[src/rtl/mcc_pkg.sv]
package mcc_pkg;
  // interrupt mode that uses the page register and device byte
  localparam logic [1:0] IM_VECTORED = 2'd2;
  // strobe lanes gated by the controller
  localparam int NUM_STB = 4;
  typedef enum int {STB_WR = 0, STB_RD = 1, STB_IORQ = 2, STB_MREQ = 3} stb_lane_e;
endpackage

[src/rtl/mcc_rst_filt.sv]
module mcc_rst_filt #(
  parameter int MIN_CYC = 3
) (
  input  logic clk,
  input  logic arst_n,
  input  logic pin_n,
  output logic rst_q
);
  localparam int CW = $clog2(MIN_CYC + 1);
  localparam logic [CW-1:0] CNT_TOP = CW'(MIN_CYC);
  localparam logic [CW-1:0] CNT_ARM = CW'(MIN_CYC - 1);

  logic [CW-1:0] cnt_q, cnt_d;
  logic          rst_d;

  always_comb begin
    if (pin_n) begin
      cnt_d = '0;
      rst_d = 1'b0;
    end else begin
      cnt_d = (cnt_q == CNT_TOP) ? cnt_q : cnt_q + 1'b1;
      rst_d = (cnt_q >= CNT_ARM);
    end
  end

  always_ff @(posedge clk or negedge arst_n) begin
    if (!arst_n) begin
      cnt_q <= '0;
      rst_q <= 1'b0;
    end else begin
      cnt_q <= cnt_d;
      rst_q <= rst_d;
    end
  end

  // the filtered reset can only be high if the pin was low at the last edge
  assert_rst_needs_pin_R1: assert property (@(posedge clk) disable iff (!arst_n)
    rst_q |-> !$past(pin_n));
  // the filtered reset rises only once the run length is complete
  assert_rst_rise_len_R1: assert property (@(posedge clk) disable iff (!arst_n)
    $rose(rst_q) |-> (cnt_q == CNT_TOP));
endmodule

[src/rtl/mcc_rfsh.sv]
module mcc_rfsh #(
  parameter int DW = 8
) (
  input  logic          clk,
  input  logic          arst_n,
  input  logic          clr,
  input  logic          we,
  input  logic [DW-1:0] wdata,
  input  logic          inc,
  output logic [DW-1:0] q
);
  localparam int CB = DW - 1;

  logic [DW-1:0] q_d;

  always_comb begin
    q_d = q;
    if (clr)       q_d = '0;
    else if (we)   q_d = wdata;
    else if (inc)  q_d = {q[DW-1], q[CB-1:0] + 1'b1};
  end

  always_ff @(posedge clk or negedge arst_n) begin
    if (!arst_n) q <= '0;
    else         q <= q_d;
  end

  // top bit is untouched by counting
  assert_top_bit_kept_R4: assert property (@(posedge clk) disable iff (!arst_n)
    (!we && !clr) |=> (q[DW-1] == $past(q[DW-1])));
  // low field moves by at most one step per clock
  assert_single_step_R4: assert property (@(posedge clk) disable iff (!arst_n)
    (!we && !clr) |=> ((q[CB-1:0] == $past(q[CB-1:0])) ||
                       (q[CB-1:0] == $past(q[CB-1:0]) + 1'b1)));
endmodule

[src/rtl/mcc_arb.sv]
module mcc_arb (
  input  logic clk,
  input  logic arst_n,
  input  logic clr,
  input  logic seq_end,
  input  logic wait_n,
  input  logic busrq_n,
  input  logic nmi_n,
  output logic granted,
  output logic eff_end,
  output logic nmi_take
);
  logic gr_d, nprev_q, pend_q, pend_d, take_d;
  logic nmi_fall, take_now;

  assign eff_end  = seq_end & wait_n & ~clr & ~granted;
  assign nmi_fall = nprev_q & ~nmi_n;
  assign take_now = eff_end & busrq_n & pend_q;

  always_comb begin
    if (clr) begin
      gr_d   = 1'b0;
      pend_d = 1'b0;
      take_d = 1'b0;
    end else begin
      gr_d   = granted ? ~busrq_n : (eff_end & ~busrq_n);
      pend_d = (pend_q | nmi_fall) & ~take_now;
      take_d = take_now;
    end
  end

  always_ff @(posedge clk or negedge arst_n) begin
    if (!arst_n) begin
      granted  <= 1'b0;
      nprev_q  <= 1'b1;
      pend_q   <= 1'b0;
      nmi_take <= 1'b0;
    end else begin
      granted  <= gr_d;
      nprev_q  <= nmi_n;
      pend_q   <= pend_d;
      nmi_take <= take_d;
    end
  end

  // a grant starts only from a sampled request at an unstalled cycle end
  assert_grant_at_end_R10: assert property (@(posedge clk) disable iff (!arst_n)
    $rose(granted) |-> $past(seq_end && wait_n && !busrq_n));
  // the bus request outranks the non-maskable interrupt
  assert_nmi_loses_to_bus_R11: assert property (@(posedge clk) disable iff (!arst_n)
    nmi_take |-> ($past(busrq_n) && !granted));
  // nothing is taken at a stalled end
  assert_wait_blocks_R5: assert property (@(posedge clk) disable iff (!arst_n)
    !wait_n |=> !nmi_take);
endmodule

[src/rtl/mcc_vec.sv]
module mcc_vec import mcc_pkg::*; #(
  parameter int AW = 16,
  parameter int DW = 8
) (
  input  logic          clk,
  input  logic          arst_n,
  input  logic          clr,
  input  logic          page_we,
  input  logic          im_we,
  input  logic [1:0]    im_val,
  input  logic          ie_set,
  input  logic          ie_clr,
  input  logic [DW-1:0] wdata,
  input  logic          ack_end,
  input  logic [DW-1:0] din,
  output logic [AW-DW-1:0] page_q,
  output logic [1:0]    im_q,
  output logic          ie_q,
  output logic [AW-1:0] vec_addr,
  output logic          vec_vld
);
  localparam int PW = AW - DW;

  logic [PW-1:0] page_d;
  logic [1:0]    im_d;
  logic          ie_d, vld_d, cap;
  logic [AW-1:0] va_d;

  assign cap = ack_end & (im_q == IM_VECTORED);

  always_comb begin
    page_d = page_q;
    im_d   = im_q;
    ie_d   = ie_q;
    va_d   = vec_addr;
    vld_d  = 1'b0;
    if (clr) begin
      page_d = '0;
      im_d   = '0;
      ie_d   = 1'b0;
      va_d   = '0;
    end else begin
      if (page_we) page_d = wdata[PW-1:0];
      if (im_we)   im_d   = im_val;
      if (ie_clr)      ie_d = 1'b0;
      else if (ie_set) ie_d = 1'b1;
      if (cap) begin
        va_d  = {page_q, din};
        vld_d = 1'b1;
      end
    end
  end

  always_ff @(posedge clk or negedge arst_n) begin
    if (!arst_n) begin
      page_q   <= '0;
      im_q     <= '0;
      ie_q     <= 1'b0;
      vec_addr <= '0;
      vec_vld  <= 1'b0;
    end else begin
      page_q   <= page_d;
      im_q     <= im_d;
      ie_q     <= ie_d;
      vec_addr <= va_d;
      vec_vld  <= vld_d;
    end
  end

  // the upper half of a captured vector is the page seen at capture
  assert_vec_page_R8: assert property (@(posedge clk) disable iff (!arst_n)
    vec_vld |-> (vec_addr[AW-1:DW] == $past(page_q)));
  // capture only in the vectored mode
  assert_vec_mode_R8: assert property (@(posedge clk) disable iff (!arst_n)
    vec_vld |-> ($past(im_q) == IM_VECTORED));
endmodule

[src/rtl/mcyc_ctl.sv]
module mcyc_ctl import mcc_pkg::*; #(
  parameter int AW       = 16,
  parameter int DW       = 8,
  parameter int RST_MIN  = 3,
  parameter int SYNC_STG = 2
) (
  input  logic          clk,
  input  logic          rst_n,
  input  logic          cpu_rst_n,
  input  logic          wait_n,
  input  logic          busrq_n,
  input  logic          nmi_n,
  input  logic          st_opf,
  input  logic          st_pfx,
  input  logic          seq_end,
  input  logic          seq_m1,
  input  logic          seq_mreq,
  input  logic          seq_iorq,
  input  logic          seq_rd,
  input  logic          seq_wr,
  input  logic          seq_rfsh,
  input  logic          seq_doe,
  input  logic [AW-1:0] seq_addr,
  input  logic [DW-1:0] din,
  input  logic          reg_we_rfsh,
  input  logic          reg_we_page,
  input  logic [DW-1:0] reg_wdata,
  input  logic          im_we,
  input  logic [1:0]    im_val,
  input  logic          ie_set,
  input  logic          ie_clr,
  output logic [AW-1:0] addr,
  output logic          addr_oe,
  output logic          dout_oe,
  output logic          strb_oe,
  output logic          mreq_n,
  output logic          iorq_n,
  output logic          rd_n,
  output logic          wr_n,
  output logic          m1_n,
  output logic          rfsh_n,
  output logic          busack_n,
  output logic          intack,
  output logic          core_hold,
  output logic          core_rst,
  output logic          nmi_take,
  output logic [DW-1:0] rfsh_q,
  output logic [AW-DW-1:0] page_q,
  output logic [1:0]    im_q,
  output logic          ie_q,
  output logic [AW-1:0] vec_addr,
  output logic          vec_vld
);
  // power-on reset: asserted asynchronously, released through a flop chain
  logic [SYNC_STG-1:0] sync_q;
  always_ff @(posedge clk or negedge rst_n) begin
    if (!rst_n) sync_q <= '0;
    else        sync_q <= {sync_q[SYNC_STG-2:0], 1'b1};
  end

  logic rst_sync_n, rst_q, quiet, granted, eff_end, block, bus_en;
  assign rst_sync_n = sync_q[SYNC_STG-1];
  assign quiet      = rst_q | ~rst_sync_n;
  assign block      = quiet | granted;
  assign bus_en     = ~block;

  mcc_rst_filt #(.MIN_CYC(RST_MIN)) u_filt (
    .clk    (clk),
    .arst_n (rst_sync_n),
    .pin_n  (cpu_rst_n),
    .rst_q  (rst_q)
  );

  mcc_arb u_arb (
    .clk      (clk),
    .arst_n   (rst_sync_n),
    .clr      (quiet),
    .seq_end  (seq_end),
    .wait_n   (wait_n),
    .busrq_n  (busrq_n),
    .nmi_n    (nmi_n),
    .granted  (granted),
    .eff_end  (eff_end),
    .nmi_take (nmi_take)
  );

  mcc_rfsh #(.DW(DW)) u_rfsh (
    .clk    (clk),
    .arst_n (rst_sync_n),
    .clr    (quiet),
    .we     (reg_we_rfsh),
    .wdata  (reg_wdata),
    .inc    (eff_end & (st_opf | st_pfx)),
    .q      (rfsh_q)
  );

  mcc_vec #(.AW(AW), .DW(DW)) u_vec (
    .clk      (clk),
    .arst_n   (rst_sync_n),
    .clr      (quiet),
    .page_we  (reg_we_page),
    .im_we    (im_we),
    .im_val   (im_val),
    .ie_set   (ie_set),
    .ie_clr   (ie_clr),
    .wdata    (reg_wdata),
    .ack_end  (eff_end & seq_m1 & seq_iorq),
    .din      (din),
    .page_q   (page_q),
    .im_q     (im_q),
    .ie_q     (ie_q),
    .vec_addr (vec_addr),
    .vec_vld  (vec_vld)
  );

  // pin strobes: one lane per request, blanked to inactive when blocked
  logic [NUM_STB-1:0] stb_req, stb_pin_n;
  assign stb_req[STB_MREQ] = seq_mreq;
  assign stb_req[STB_IORQ] = seq_iorq;
  assign stb_req[STB_RD]   = seq_rd;
  assign stb_req[STB_WR]   = seq_wr;

  for (genvar g = 0; g < NUM_STB; g++) begin : g_stb
    assign stb_pin_n[g] = block | ~stb_req[g];
  end

  assign mreq_n = stb_pin_n[STB_MREQ];
  assign iorq_n = stb_pin_n[STB_IORQ];
  assign rd_n   = stb_pin_n[STB_RD];
  assign wr_n   = stb_pin_n[STB_WR];
  assign m1_n   = block | ~seq_m1;
  assign rfsh_n = block | ~seq_rfsh;

  assign addr_oe   = bus_en;
  assign dout_oe   = bus_en & seq_doe;
  assign strb_oe   = quiet | ~granted;
  assign addr      = bus_en ? (seq_rfsh ? {page_q, rfsh_q} : seq_addr) : '0;
  assign busack_n  = ~(granted & ~quiet);
  assign intack    = bus_en & seq_m1 & seq_iorq;
  assign core_hold = ~wait_n | block;
  assign core_rst  = quiet;

  // acknowledge appears only one cycle after an unstalled end with a request
  assert_ack_follows_end_R10: assert property (@(posedge clk) disable iff (!rst_sync_n)
    $fell(busack_n) |-> ($past(eff_end) && !$past(busrq_n)));
  // reset keeps the bus undriven regardless of grant state
  assert_reset_quiet_R3: assert property (@(posedge clk) disable iff (!rst_sync_n)
    rst_q |-> (busack_n && !addr_oe && strb_oe));
endmodule

[config.mk]
export PLATFORM = sky130hd
export DESIGN_NAME = mcyc_ctl
export DESIGN_NICKNAME = d
export VERILOG_FILES = /design/src/rtl/mcc_pkg.sv /design/src/rtl/mcc_rst_filt.sv /design/src/rtl/mcc_rfsh.sv /design/src/rtl/mcc_arb.sv /design/src/rtl/mcc_vec.sv /design/src/rtl/mcyc_ctl.sv
export SDC_FILE = /design/constraint.sdc
export NUM_CORES = 1
export LEC_CHECK = 0
export BUFFER_PORTS_ARGS = -buffer_cell sky130_fd_sc_hd__buf_2
export CORE_MARGIN = 2
export CORE_UTILIZATION = 45
export DETAILED_ROUTE_END_ITERATION = 12
export PLACE_DENSITY = 0.8
export SETUP_SLACK_MARGIN = 0.5
export SLEW_MARGIN = 0
export SYNTH_ARGS = -nofsm -noshare
export SYNTH_HDL_FRONTEND = slang
export SYNTH_SLANG_ARGS = --single-unit
[constraint.sdc]
create_clock -name clk -period 3.5 [get_ports clk]
set_input_delay 0.525 -clock clk [delete_from_list [all_inputs] [get_ports clk]]
set_output_delay 0.525 -clock clk [all_outputs]
set_load 0.02 [all_outputs]
==> run summary <==
DRT Wirelength -> 6.573 mm
WS Path Type -> reg -> out
fin. max-slew vios -> 0
DRC violations left -> 0
CP Launch Point -> u_filt.rst_q
first-pass GRT wire length -> 9.729 mm
number of CTS-inserted buffers -> 5
DR vias/cell -> 5.342
Cell Count, Final, Fillers Out -> 430
Die ar. -> 5696 sq um
nets -> 417
Avg Inst Size Synth -> 9.343 sq um
average wire per standard cell -> 15.29 um
Hold Path Cell Cnt -> 1
DIE HEIGHT -> 75.47 um
worst hold-check path type -> in -> reg
Setup crit end -> intack
clock buffer depth -> 2
Placeable Area -> 5010 sq um
Fmax -> 429.3 MHz
Slew @ Worst Pin -> 0.9316 ns
initial antenna violation count -> 0
n_diodes -> 0
Cell variety after synth -> 39
busiest grt layer -> met2
met2 Use GR -> 39.71%
area delta synth->final -> 32.12%
Worst EP arrival -> 1.80 ns
Worst EP required -> 2.97 ns
TritonCTS Sinks -> 45
Pre-Repair DR Iteration Count -> 5
RSZ-0062 raised after global routing -> no
Post-Synthesis Cells -> 246
# fillers -> 479
maximum vdd ir drop -> 271.3 uV
Final Hold Fails -> 0
Worst R2R Path Depth -> 3
RePlAce Congestion -> 0.8267
met1 usage -> 29.53%
ratio of cells with drive above 1 in the final layout -> 38.33%
max_cap viols -> 0
PwrDens -> 409.0 nW/um^2
Worst Setup End Kind -> output port
Syn Nets -> 304
Detailed Route Iter0 Violations -> 116
root buffer cell -> clkbuf_8
register area share after synthesis -> 49.05%
htree depth -> 2
min Tclk post-route -> 2.329 ns
via count -> 2297
Synth Register Bits -> 45
Initial Util -> 45.88%
Synth top area share -> 47.90%
CTS clk-pin slew, worst paths -> 0.08 ns
Max FO, Critical Path -> 10
Final period util -> 66.55%
Port Buffers -> 120
Clk Latency, worst-skew pair -> 0.30 ns
Rows -> 26
Rel. slew slack -> 37.70%
GRT Util Overall -> 22.80%
remaining antenna violation count -> 0
clk_skew -> 0.005851 ns
io pins -> 121
grt total ovfl -> 0
setup TNS -> 0 ns
synthesized area -> 2298 sq um
post-synth top area cell -> dfrtp_1
status -> completed
reg2reg end -> u_rfsh.q[0]
slack of the worst reg-to-reg path -> 1.46 ns
Cells after DPL -> 421
Die Wd -> 75.47 um
Synth Warn # -> 0
R2R Path Start -> u_arb.granted
vias in the first global route -> 2010
Final Setup Violations -> 0
largest net degree at the start of global routing -> 46
synth top area cells -> dfrtp_1, mux2i_1, nor2_1, a21oi_1, nand3_1
end-of-flow core utilization -> 60.61%
P_leak -> 1.633 nW
Post-CTS Setup Inserts -> 0
Critical Path Source Type -> flop
M3 GR Usage -> 4.365%
TritonCTS clock tree -> built
hpwl dp -> 4.772 mm
## where the power goes
part	switching [mW]	internal, mW	leakage (nW)
clock	0.179	0.160	0.0512
sequential	0.0343	0.551	0.604
combinational	0.205	0.113	0.978
total	0.418	0.824	1.63
## cells in the final DEF, fill, tap and decap left out, drive strengths merged, types with 3 or more instances in the layout
| cell type | netlist | routed |
|---|---|---|
| nand2b | 3 | 3 |
| clkbuf | 9 | 6 |
| nand3 | 18 | 18 |
| nor2 | 36 | 36 |
| mux2i | 27 | 27 |
| ha | 3 | 3 |
| nor3 | 6 | 6 |
| nand2 | 11 | 11 |
| o21ai | 25 | 25 |
| inv | 5 | 5 |
| dfrtp | 44 | 44 |
| a31oi | 4 | 4 |
| or3 | 3 | 3 |
| a21oi | 19 | 19 |
| buf | 9 | 123 |
## registers in the layout, summed over array words and instances, names as in the netlist
register / flops
u_filt.rst_q: 1
u_vec.im_q: 2
u_arb.granted: 1
u_rfsh.q: 8
u_filt.cnt_q: 2
u_vec.vec_addr: 16
u_vec.vec_vld: 1
u_vec.ie_q: 1
u_arb.pend_q: 1
sync_q: 2
u_arb.nmi_take: 1
u_arb.nprev_q: 1
u_vec.page_q: 8
## metrics by stage
stage	instance area (sq um)	setup slack [ns]	hold slack [ns]	power, mW
2_1_floorplan	2298	0.6163	0.2294	0.7898
3_3_place_gp	2930	1.421	0.3280	0.9036
3_5_place_dp	2930	1.372	0.3257	0.9131
4_1_cts	3027	1.152	0.003623	1.252
5_1_grt	3037	1.001	0.3221	1.307
6_report	3037	1.171	0.3384	1.242
## Yosys cell counts
cell      count
or3_1         3
xor2_1        1
o211ai_1      2
and2_1        1
buf_4         1
ha_1          3
o22ai_1       1
or4_1         2
clkbuf_1      9
nand3b_1      1
nand3_1      18
and3b_1       1
o21ai_0       7
or2_2         1
nor2_1       36
inv_1         2
nor3_1        6
o21ai_1      18
nand2_1      11
nor4bb_1      1
inv_2         3
nand2b_1      3
nor2b_1       2
or4b_1        1
dfrtp_1      44
and3_1        1
mux2i_1      27
buf_1         1
dfstp_2       1
o21a_1        1
and4b_1       1
buf_2         7
conb_1        1
nand4b_1      1
o31ai_1       1
nand4b_2      1
a31oi_1       4
a21oi_1      19
o311a_1       2
## final cells by class
| class | instances | area (sq um) | area share [%] |
|---|---|---|---|
| Sequential cell | 45 | 1129 | 37.17 |
| Multi-Input combinational cell | 178 | 1072 | 35.31 |
| Timing Repair Buffer | 124 | 633.1 | 20.85 |
| Tap cell | 70 | 87.58 | 2.884 |
| Clock buffer | 6 | 82.58 | 2.719 |
| Inverter | 5 | 18.77 | 0.6180 |
| Clock inverter | 2 | 13.76 | 0.4532 |
## layer usage
metal  up-vias  routed length (um)  share of wire (%)
met3         6                 409                6.2
li1       1091                   -                  -
met2        96                3265                 50
met4         0                  53               0.81
met1      1104                2844                 43
met5         -                   0                  0
## logic make-up (layout without fill, tap and decap cells)
| family | Yosys count | after routing | share of synthesized area [%] |
|---|---|---|---|
| compound gates | 55 | 55 | 13.12 |
| buf+inv | 23 | 137 | 4.300 |
| simple gates | 91 | 91 | 19.60 |
| xor+xnor | 1 | 1 | 0.3811 |
| flops | 45 | 45 | 49.05 |
| mux | 27 | 27 | 11.76 |
| other cells | 1 | 1 | 0.1632 |
| fa+ha+maj | 3 | 3 | 1.633 |
## worst min-delay path by stage
stage | endpoint | startpoint
4_1_cts | sync_q[0] | rst_n
3_3_place_gp | sync_q[0] | rst_n
5_1_grt | u_arb.nprev_q | nmi_n
6_report | u_arb.nprev_q | nmi_n
3_5_place_dp | sync_q[0] | rst_n
2_1_floorplan | sync_q[0] | rst_n
## worst max-delay path, stage by stage (launching register included)
cell and delay [ns]:
dfrtp_1 0.39, nor2b_1 0.17, nand2b_1 0.24, buf_4 0.26, inv_2 0.13, and3_1 0.17
buf_2 0.16
## repair_timing
| item | 4_1_cts | 5_1_grt |
|---|---|---|
| gates resized for setup | 0 | 0 |
| hold endpoints to repair | 0 | 2 |
| hold buffers | 0 | 1 |
Power figures use the tool's default switching activity.
